**config.mk**
```make
export PLATFORM = sky130hd
export DESIGN_NAME = line_decoder
export DESIGN_NICKNAME = d
export VERILOG_FILES = /design/src/rtl/line_dec_pkg.sv /design/src/rtl/ld_rail_sel.sv /design/src/rtl/ld_window.sv /design/src/rtl/ld_sub_detect.sv /design/src/rtl/ld_out_stage.sv /design/src/rtl/line_decoder.sv
export SDC_FILE = /design/constraint.sdc
export NUM_CORES = 1
export LEC_CHECK = 0
export ABC_AREA = 1
export CAP_MARGIN = 40
export CORE_MARGIN = 1.5
export CORE_UTILIZATION = 40
export DETAILED_ROUTE_END_ITERATION = 16
export HOLD_SLACK_MARGIN = 0.08
export PLACE_DENSITY = 0.58
export REMOVE_ABC_BUFFERS = 1
export SYNTH_ARGS = -nofsm -noshare
export SYNTH_HDL_FRONTEND = slang
export SYNTH_SLANG_ARGS = --single-unit
```
**constraint.sdc**
```tcl
create_clock -name clk -period 2.5 [get_ports clk]
set_input_delay 0.25 -clock clk [delete_from_list [all_inputs] [get_ports clk]]
set_output_delay 0.25 -clock clk [all_outputs]
set_load 0.1 [all_outputs]
```
**src/rtl/line_dec_pkg.sv**
```systemverilog
package line_dec_pkg;

  localparam int WIN = 8;
  localparam int TW  = $clog2(WIN);

  typedef enum logic [1:0] {
    CODE_AMI  = 2'd0,
    CODE_B8ZS = 2'd1,
    CODE_B6ZS = 2'd2,
    CODE_HDB3 = 2'd3
  } code_e;

  // symbol = {negative-rail mark, positive-rail mark}
  typedef logic [WIN-1:0][1:0] win_t;

  // window position that is oldest for the selected code; equals latency-1
  function automatic logic [TW-1:0] tap_of(code_e c);
    case (c)
      CODE_B8ZS: return TW'(7);
      CODE_B6ZS: return TW'(5);
      CODE_HDB3: return TW'(3);
      default:   return TW'(0);
    endcase
  endfunction

  // longest legal run of line zeros
  function automatic int unsigned zero_limit(code_e c);
    case (c)
      CODE_B8ZS: return 8;
      CODE_B6ZS: return 6;
      CODE_HDB3: return 4;
      default:   return 15;
    endcase
  endfunction

  function automatic logic [1:0] mark_of(logic neg);
    return neg ? 2'b10 : 2'b01;
  endfunction

  // pattern check with the oldest symbol at tap_of(c); p = polarity before it
  function automatic logic sub_hit(code_e c, win_t w, logic p);
    logic [1:0] sp;
    logic [1:0] so;
    sp = mark_of(p);
    so = mark_of(!p);
    case (c)
      CODE_B8ZS: return (w[7] == 2'b00) && (w[6] == 2'b00) && (w[5] == 2'b00) &&
                        (w[4] == sp) && (w[3] == so) && (w[2] == 2'b00) &&
                        (w[1] == so) && (w[0] == sp);
      CODE_B6ZS: return (w[5] == 2'b00) && (w[4] == sp) && (w[3] == so) &&
                        (w[2] == 2'b00) && (w[1] == so) && (w[0] == sp);
      CODE_HDB3: return ((w[3] == 2'b00) && (w[2] == 2'b00) && (w[1] == 2'b00) && (w[0] == sp)) ||
                        ((w[3] == so) && (w[2] == 2'b00) && (w[1] == 2'b00) && (w[0] == so));
      default:   return 1'b0;
    endcase
  endfunction

endpackage

```
**src/rtl/ld_rail_sel.sv**
```systemverilog
module ld_rail_sel (
  input  logic       loop_en,
  input  logic       line_p,
  input  logic       line_n,
  input  logic       lb_p,
  input  logic       lb_n,
  output logic [1:0] sym,
  output logic       mon_clk
);
  always_comb begin
    sym = loop_en ? {lb_n, lb_p} : {line_n, line_p};
  end

  assign mon_clk = |sym;
endmodule

```
**src/rtl/ld_window.sv**
```systemverilog
module ld_window #(
  parameter int DEPTH = 8
) (
  input  logic                  clk,
  input  logic                  rst_n,
  input  logic [1:0]            sym_in,
  input  logic                  flush,
  output logic [DEPTH-1:0][1:0] win,
  output logic [DEPTH-1:0]      kill
);
  // flush: a pattern was accepted at the tap; older slots become stripped zeros
  always_ff @(posedge clk or negedge rst_n) begin
    if (!rst_n) begin
      win  <= '0;
      kill <= '0;
    end else begin
      win[0]  <= sym_in;
      kill[0] <= 1'b0;
      for (int i = 1; i < DEPTH; i++) begin
        win[i]  <= flush ? 2'b00 : win[i-1];
        kill[i] <= flush | kill[i-1];
      end
    end
  end
endmodule

```
**src/rtl/ld_sub_detect.sv**
```systemverilog
module ld_sub_detect
  import line_dec_pkg::*;
(
  input  logic  clk,
  input  logic  rst_n,
  input  code_e code,
  input  win_t  win,
  input  logic  tap_kill,
  input  logic  have_mark,
  input  logic  last_neg,
  output logic  hit
);
  assign hit = have_mark & ~tap_kill & sub_hit(code, win, last_neg);

  // plain alternate-mark coding has no substitution to strip
  a_r1_ami_no_sub: assert property (@(posedge clk) disable iff (!rst_n)
    (code == CODE_AMI) |-> !hit);
endmodule

```
**src/rtl/ld_out_stage.sv**
```systemverilog
module ld_out_stage
  import line_dec_pkg::*;
#(
  parameter int ZW = 5
) (
  input  logic       clk,
  input  logic       rst_n,
  input  code_e      code,
  input  logic [1:0] t_sym,
  input  logic       t_kill,
  input  logic       hit,
  output logic       nrz,
  output logic       err,
  output logic       last_neg,
  output logic       have_mark
);
  logic [ZW-1:0] zrun;
  logic          t_mark, t_dbl, t_neg, live;
  logic          bpv, dbl_err, zexc;

  assign t_mark  = |t_sym;
  assign t_dbl   = &t_sym;
  assign t_neg   = t_sym[1];
  assign live    = ~t_kill & ~hit;

  assign nrz     = t_mark & live;
  assign bpv     = t_mark & ~t_dbl & live & have_mark & (t_neg == last_neg);
  assign dbl_err = t_dbl & live;
  assign zexc    = ~t_mark & live & (zrun == ZW'(zero_limit(code)));
  assign err     = bpv | dbl_err | zexc;

  always_ff @(posedge clk or negedge rst_n) begin
    if (!rst_n) begin
      zrun      <= '0;
      last_neg  <= 1'b0;
      have_mark <= 1'b0;
    end else if (t_kill || hit) begin
      zrun <= '0;
      if (hit && (code == CODE_HDB3) && t_mark) last_neg <= ~last_neg;
    end else if (t_mark) begin
      zrun <= '0;
      if (!t_dbl) begin
        last_neg  <= t_neg;
        have_mark <= 1'b1;
      end
    end else if (zrun != '1) begin
      zrun <= zrun + 1'b1;
    end
  end

  // accepted and stripped symbols never produce data or error
  a_r4_sub_silent: assert property (@(posedge clk) disable iff (!rst_n)
    (t_kill || hit) |-> (!nrz && !err));
  // both rails high is a one with an error
  a_r8_dbl_one_err: assert property (@(posedge clk) disable iff (!rst_n)
    dbl_err |-> (nrz && err));
  // an unmatched violation is still emitted as a one
  a_r3_bpv_kept: assert property (@(posedge clk) disable iff (!rst_n)
    bpv |-> (nrz && err));
  // the zero-run error is a single-cycle pulse
  a_r7_zrun_pulse: assert property (@(posedge clk) disable iff (!rst_n)
    zexc |=> !zexc);
endmodule

```
**src/rtl/line_decoder.sv**
```systemverilog
module line_decoder
  import line_dec_pkg::*;
#(
  parameter int ZCNT_W = 5  // must hold the largest limit plus one
) (
  input  logic       clk,
  input  logic       rst_n,
  input  logic [1:0] code_sel,
  input  logic       line_p,
  input  logic       line_n,
  input  logic       loop_en,
  input  logic       lb_p,
  input  logic       lb_n,
  output logic       nrz_out,
  output logic       err_out,
  output logic       mon_clk
);
  code_e         code;
  logic [1:0]    sym;
  win_t          win;
  logic [WIN-1:0] kill;
  logic [TW-1:0] tap;
  logic [1:0]    t_sym;
  logic          t_kill, hit, last_neg, have_mark;

  assign code   = code_e'(code_sel);
  assign tap    = tap_of(code);
  assign t_sym  = win[tap];
  assign t_kill = kill[tap];

  ld_rail_sel u_sel (
    .loop_en (loop_en),
    .line_p  (line_p),
    .line_n  (line_n),
    .lb_p    (lb_p),
    .lb_n    (lb_n),
    .sym     (sym),
    .mon_clk (mon_clk)
  );

  ld_window #(.DEPTH(WIN)) u_win (
    .clk    (clk),
    .rst_n  (rst_n),
    .sym_in (sym),
    .flush  (hit),
    .win    (win),
    .kill   (kill)
  );

  ld_sub_detect u_det (
    .clk       (clk),
    .rst_n     (rst_n),
    .code      (code),
    .win       (win),
    .tap_kill  (t_kill),
    .have_mark (have_mark),
    .last_neg  (last_neg),
    .hit       (hit)
  );

  ld_out_stage #(.ZW(ZCNT_W)) u_out (
    .clk       (clk),
    .rst_n     (rst_n),
    .code      (code),
    .t_sym     (t_sym),
    .t_kill    (t_kill),
    .hit       (hit),
    .nrz       (nrz_out),
    .err       (err_out),
    .last_neg  (last_neg),
    .have_mark (have_mark)
  );
endmodule

```
# ---- After elaboration in Yosys (flattened, before gate mapping)
# Index checks and enable logic that the tools add are counted.
dict set report op_classes {
  reduce_logical 35
  add_sub_neg 1
  n_bitwise 25
  n_eq_ne 13
  order_cmp 1
  n_mux 24
}
# cell n
set op_table {}
lappend op_table {{$mux W2} 11}
lappend op_table {{$logic_and A1 B1 Y1} 20}
lappend op_table {{$mux W5} 3}
lappend op_table {{$logic_not A2 Y1} 6}
lappend op_table {{$pmux W4 S3} 1}
lappend op_table {{$and A1 B1 Y1} 11}
lappend op_table {{$eq A2 B2 Y1} 5}
lappend op_table {{$pmux W3 S3} 1}
lappend op_table {{$or A1 B1 Y1} 8}
lappend op_table {{$bmux W2 S3} 1}
lappend op_table {{$not A1 Y1} 6}
lappend op_table {{$reduce_and A3 Y1} 2}
lappend op_table {{$add A5 B1 Y5 const B} 1}
lappend op_table {{$eq A5 B4 Y1} 1}
lappend op_table {{$mux W1} 5}
lappend op_table {{$ne A5 B5 Y1 const B} 1}
lappend op_table {{$eq A2 B2 Y1 const B} 2}
lappend op_table {{$lt A3 B4 Y1 const B} 1}
lappend op_table {{$ne A2 B2 Y1 const B} 2}
lappend op_table {{$reduce_or A2 Y1} 2}
lappend op_table {{$bmux W1 S3} 1}
lappend op_table {{$pmux W1 S3} 1}
lappend op_table {{$reduce_bool A3 Y1} 1}
lappend op_table {{$eq A2 B1 Y1 const B} 1}
lappend op_table {{other kinds (4)} 5}
dict set report word_totals {
  reg_bits 30
  in_bits 9
  wordCells 111
  out_inout_bits 3
}

# ---- Depth between registers and ports, before layout
dict set report depth {
  word_depth 17
  mapped_depth 15
  depth_no_buf 15
}

# ---- Modules after synthesis
# From an unflattened synthesis, not the netlist that was laid out.
dict set report unflattened {
  hier_cells 262
  hier_area_um2 1819.2
}
# mod cells_per_inst area_per_inst_um2 instances seq_area_each_um2
set by_module_without_submodules {}
lappend by_module_without_submodules {ld_window 67 752.0 1 575.6}
lappend by_module_without_submodules {ld_out_stage 81 539.3 1 175.2}
lappend by_module_without_submodules {ld_sub_detect 55 264.0 1 0.0}
lappend by_module_without_submodules {line_decoder 45 211.5 1 0.0}
lappend by_module_without_submodules {ld_rail_sel 14 52.6 1 0.0}

# ---- Least setup slack after synthesis
# No wires, ideal clock.
dict set report synth_path {
  path_kind {input to output}
  from {in code_sel[0]}
  to {out err_out}
  t_arrival_ns 3.090
  path_slack_ns -0.840
  path_stages 10
  path_buffers 0
  required_ns 2.250
  cell_sequence {inv_1 -> ha_1 -> inv_1 -> nand2_1 -> o211ai_1 -> nand2_1 -> inv_1 -> ha_1 -> nand4_1 -> a31oi_1}
}
dict set report synth_between {
  elab_chain_cells 14
  word_cells_on_any_way 30
  classes_between {eq/ne: 5; mux: 7; bitwise: 16; reduce/logical: 2}
}
# element line_no
set synth_lines {}
lappend synth_lines {{start, declared} line_decoder.sv:8} ;# input logic [1:0] code_sel,
lappend synth_lines {{$eq A2 B2 Y1 or $eq A2 B1 Y1 (tied branches)} {line_dec_pkg.sv:18, line_dec_pkg.sv:28, line_dec_pkg.sv:46}}
lappend synth_lines {{$pmux W3 S3} line_dec_pkg.sv:18} ;# case (c)
lappend synth_lines {{$bmux W1 S3} line_decoder.sv:29} ;# assign t_kill = kill[tap];
lappend synth_lines {{$mux W1 (implied by the code)} line_decoder.sv:29}
lappend synth_lines {{$not A1 Y1} {ld_sub_detect.sv:13, ld_out_stage.sv:24}}
lappend synth_lines {{$and A1 B1 Y1 (2 in series)} ld_sub_detect.sv:13} ;# assign hit = have_mark & ~tap_kill & sub_hit(code, win, last_neg);
lappend synth_lines {{$not A1 Y1} ld_out_stage.sv:24} ;# assign live = ~t_kill & ~hit;
lappend synth_lines {{$and A1 B1 Y1} ld_out_stage.sv:24}
lappend synth_lines {{$and A1 B1 Y1 (3 in series)} ld_out_stage.sv:27} ;# assign bpv = t_mark & ~t_dbl & live & have_mark & (t_neg == last_neg);
lappend synth_lines {{$or A1 B1 Y1} ld_out_stage.sv:30} ;# assign err = bpv | dbl_err | zexc;
lappend synth_lines {{$or A1 B1 Y1 *} ld_out_stage.sv:30}
lappend synth_lines {{end, declared} line_decoder.sv:15} ;# output logic err_out,
# Mark *: on every way between the ends. The rest lies on a longest branch, timed or not. The select of a mux whose other input is x is not followed.

# ---- Final worst setup path
# Same ends and word-level chain as after synthesis.

==> flow_metrics.py <==
metrics = {
    "detailed_routing": {
        "wl_per_cell_um": 11.77,
        "m1WireLength_um": 1752,
        "wl_um": 3532,
        "routed.top_layer": "met4",
        "vias_per_cell": 4.690,
        "wl_met2_um": 1639,
        "dr_wl_met3_um": 112,
        "drt_iter0_markers": 77,
        "first_pass_iters": 4,
        "ant_nets": 0,
        "vias": 1407,
        "route.detailed.drc": 0,
    },
    "timing": {
        "fmax_ghz": 0.4202,
        "worst_slew_pin_slew_ns": 0.3858,
        "slew_viol_final": 0,
        "setup_viol": 0,
        "timing.slew.headroom": 0.7428,
        "setup_tns_ns": 0,
        "fin_crit_sh": 0.9519,
        "period_minus_slack_ns": 2.380,
        "hold_violations": 0,
        "skew_ns": 0.007816,
    },
    "clocking": {
        "cts_buffers": 5,
        "htree_levels": 2,
        "postCtsHoldBufs": 0,
        "clock_path_buffers": 2,
        "worstSkewPairLatency_ns": 0.28,
        "clock_sinks": 30,
        "clk_pin_slew_ns": 0.07,
        "cts_tree": "done",
        "cts-root-buf": "clkbuf_8",
    },
    "global_routing": {
        "grt_pass1_vias": 1340,
        "grt_pass1_wl_um": 6085,
        "grt.overflow.total": 0,
        "grt_max_degree": 31,
        "antenna_found_initial": 0,
        "grt_use_total": 0.1797,
    },
    "setup_path": {
        "worst-path-max-fanout": 4,
        "crit_type": "in2out",
        "cp_data_required_time_ns": 2.25,
        "startpoint_type": "input pin",
        "arrival_ns": 2.13,
        "critPathCaptureType": "output port",
        "startpoint": "code_sel[0]",
        "r2r_start": "u_out.last_neg",
    },
    "place": {
        "gp_congestion": 0.8617,
        "portBuffers": 11,
        "dp_hpwl_um": 2641,
    },
    "cells_and_area": {
        "antennaDiodeCount": 0,
        "syn2layout_area_growth_pct": 27.30,
        "nNetsFinal": 267,
        "drive_gt1_frac": 0.2160,
    },
    "logic_synthesis": {
        "netlist_area_mm2": 0.001714,
        "synth.avg_cell_area_um2": 7.973,
        "yosys_warnings": 0,
        "netlist_instances": 215,
        "synthDistinctLibCells": 30,
        "ys_ff_latch": 30,
        "ys_seq_area_frac": 0.4380,
    },
    "power": {
        "p_leak_uw": 0.001174,
        "max-vdd-ir-drop_v": 0.0003371,
        "p_total_uw": 1415,
        "powerDensity_mw_per_mm2": 648.4,
    },
    "floorplanning": {
        "die_w_um": 68.46,
        "coreArea_mm2": 0.004058,
        "start_util": 0.4224,
        "die_h_um": 68.46,
        "placement_rows": 23,
        "pin_count": 12,
        "die-area_mm2": 0.004687,
    },
    "outcome": {
        "status": "complete, no violations",
    },
    "min_path": {
        "min-delay-path-class": "in2async",
    },
    "job": {
        "maxCapViolCount": 0,
    },
}
==> worst paths after layout <==
path                                        to  cells past startpoint  slack (ns)
min in group clk                  u_win.win[6]                      0        0.38
worst max-delay path                   err_out                     13        0.12
worst min-delay path             u_out.zrun[3]                      2        0.35
max in group asynchronous         u_win.win[3]                      2        1.86
worst min register to register    u_win.win[6]                      0        0.38
worst max register to register  u_out.last_neg                     14        0.55
==> power by group <==
group	switching (uW)	internal [uW]	leakage, uW
logic	284	194	0.000756
registers	51.1	523	0.000374
clock network	177	186	0.0000438
==> registers in the layout, summed over array words and instances (netlist names) <==
signal / cells
u_out.last_neg: 1
u_out.have_mark: 1
u_win.kill: 7
u_out.zrun: 5
u_win.win: 16
==> cell families (layout without fill, tap and decap cells) <==
kind of cell / Yosys count / after routing / share of synthesized area
AND/OR/NAND/NOR: 114 / 114 / 0.3058
buffers and inverters: 41 / 76 / 0.1066
adder cells (fa/ha/maj): 8 / 8 / 0.05840
AO/OA/AOI/OAI: 16 / 16 / 0.05839
multiplexers: 2 / 2 / 0.01241
flip-flops: 30 / 30 / 0.4380
XOR/XNOR: 4 / 4 / 0.02044
==> worst max-delay path: stages <==
cell           delay [ns]
dlygate4sd2_1        0.25
buf_4                0.16
ha_4                 0.17
nor2_4               0.13
nor2_4               0.05
inv_1                0.08
nand3_1              0.08
nand2_1              0.08
inv_1                0.06
ha_1                 0.27
nand4_1              0.10
a31oi_2              0.24
buf_12               0.20
==> per-stage QoR <==
step	util	instance area, um2	hold WS [ns]	cells	setup WS [ns]
global route	0.5378	2182	0.3951	300	-0.007220
floorplan	-	1677	-0.04559	210	-0.8804
finish	0.5378	2182	0.3524	300	0.1204
detailed placement	0.5032	2042	0.3643	291	-0.2244
global placement	0.5032	2042	0.3575	291	-0.1942
CTS	0.5310	2155	0.3777	299	0.1020
==> synth_stat cells, drive strengths merged <==
| cell | n | area share |
|---|---|---|
| clkinv | 1 | 0.0051 |
| buf | 3 | 0.018 |
| o21ai | 5 | 0.017 |
| nor2 | 32 | 0.080 |
| xor2 | 4 | 0.020 |
| nand2 | 55 | 0.13 |
| mux2i | 1 | 0.0058 |
| o211a | 1 | 0.0058 |
| a211oi | 2 | 0.0088 |
| ha | 8 | 0.058 |
| clkbuf | 2 | 0.0044 |
| o211ai | 2 | 0.0088 |
| mux2 | 1 | 0.0066 |
| dfrtp | 30 | 0.44 |
| nand4 | 4 | 0.015 |
| a21oi | 5 | 0.015 |
| nand3 | 17 | 0.058 |
| or2 | 5 | 0.018 |
| a31oi | 1 | 0.0037 |
| and3 | 1 | 0.0037 |
| inv | 35 | 0.080 |
==> per-layer routing <==
metal	up-vias	global-route usage
met3	2	0.04934
met4	0	0.06000
li1	731	-
met2	18	0.2861
met1	656	0.2341
met5	-	0
==> cell usage in the layout (no fill, tap or decap), drive strengths merged <==
cell	instances
nand2	55
inv	35
nor2	32
dfrtp	30
buf	25
nand3	17
ha	8
clkdlybuf4s50	6
a21oi	5
clkbuf	5
o21ai	5
or2	5
nand4	4
xor2	4
clkinv	3
o211ai	2
a211oi	2
dlygate4sd2	2
mux2i	1
and3	1
o211a	1
a31oi	1
mux2	1
==> cell type report <==
| cell class | instances | area [um2] |
|---|---|---|
| inverter | 36 | 145.1 |
| fill | 406 | 1876 |
| multi-input combinational | 144 | 829.5 |
| clock inverter | 2 | 10.01 |
| clock buffer | 5 | 68.82 |
| tap | 50 | 62.56 |
| timing repair buffer | 33 | 315.3 |
| sequential | 30 | 750.7 |
==> repair_timing <==
item	4_1_cts	5_1_grt
pin swaps	2	2
setup endpoints to repair	2	1
endpoints found under the hold margin	0	0
buffers inserted	1	1
resized for setup	10	2
No activity file was read; power rests on OpenSTA's default activity.
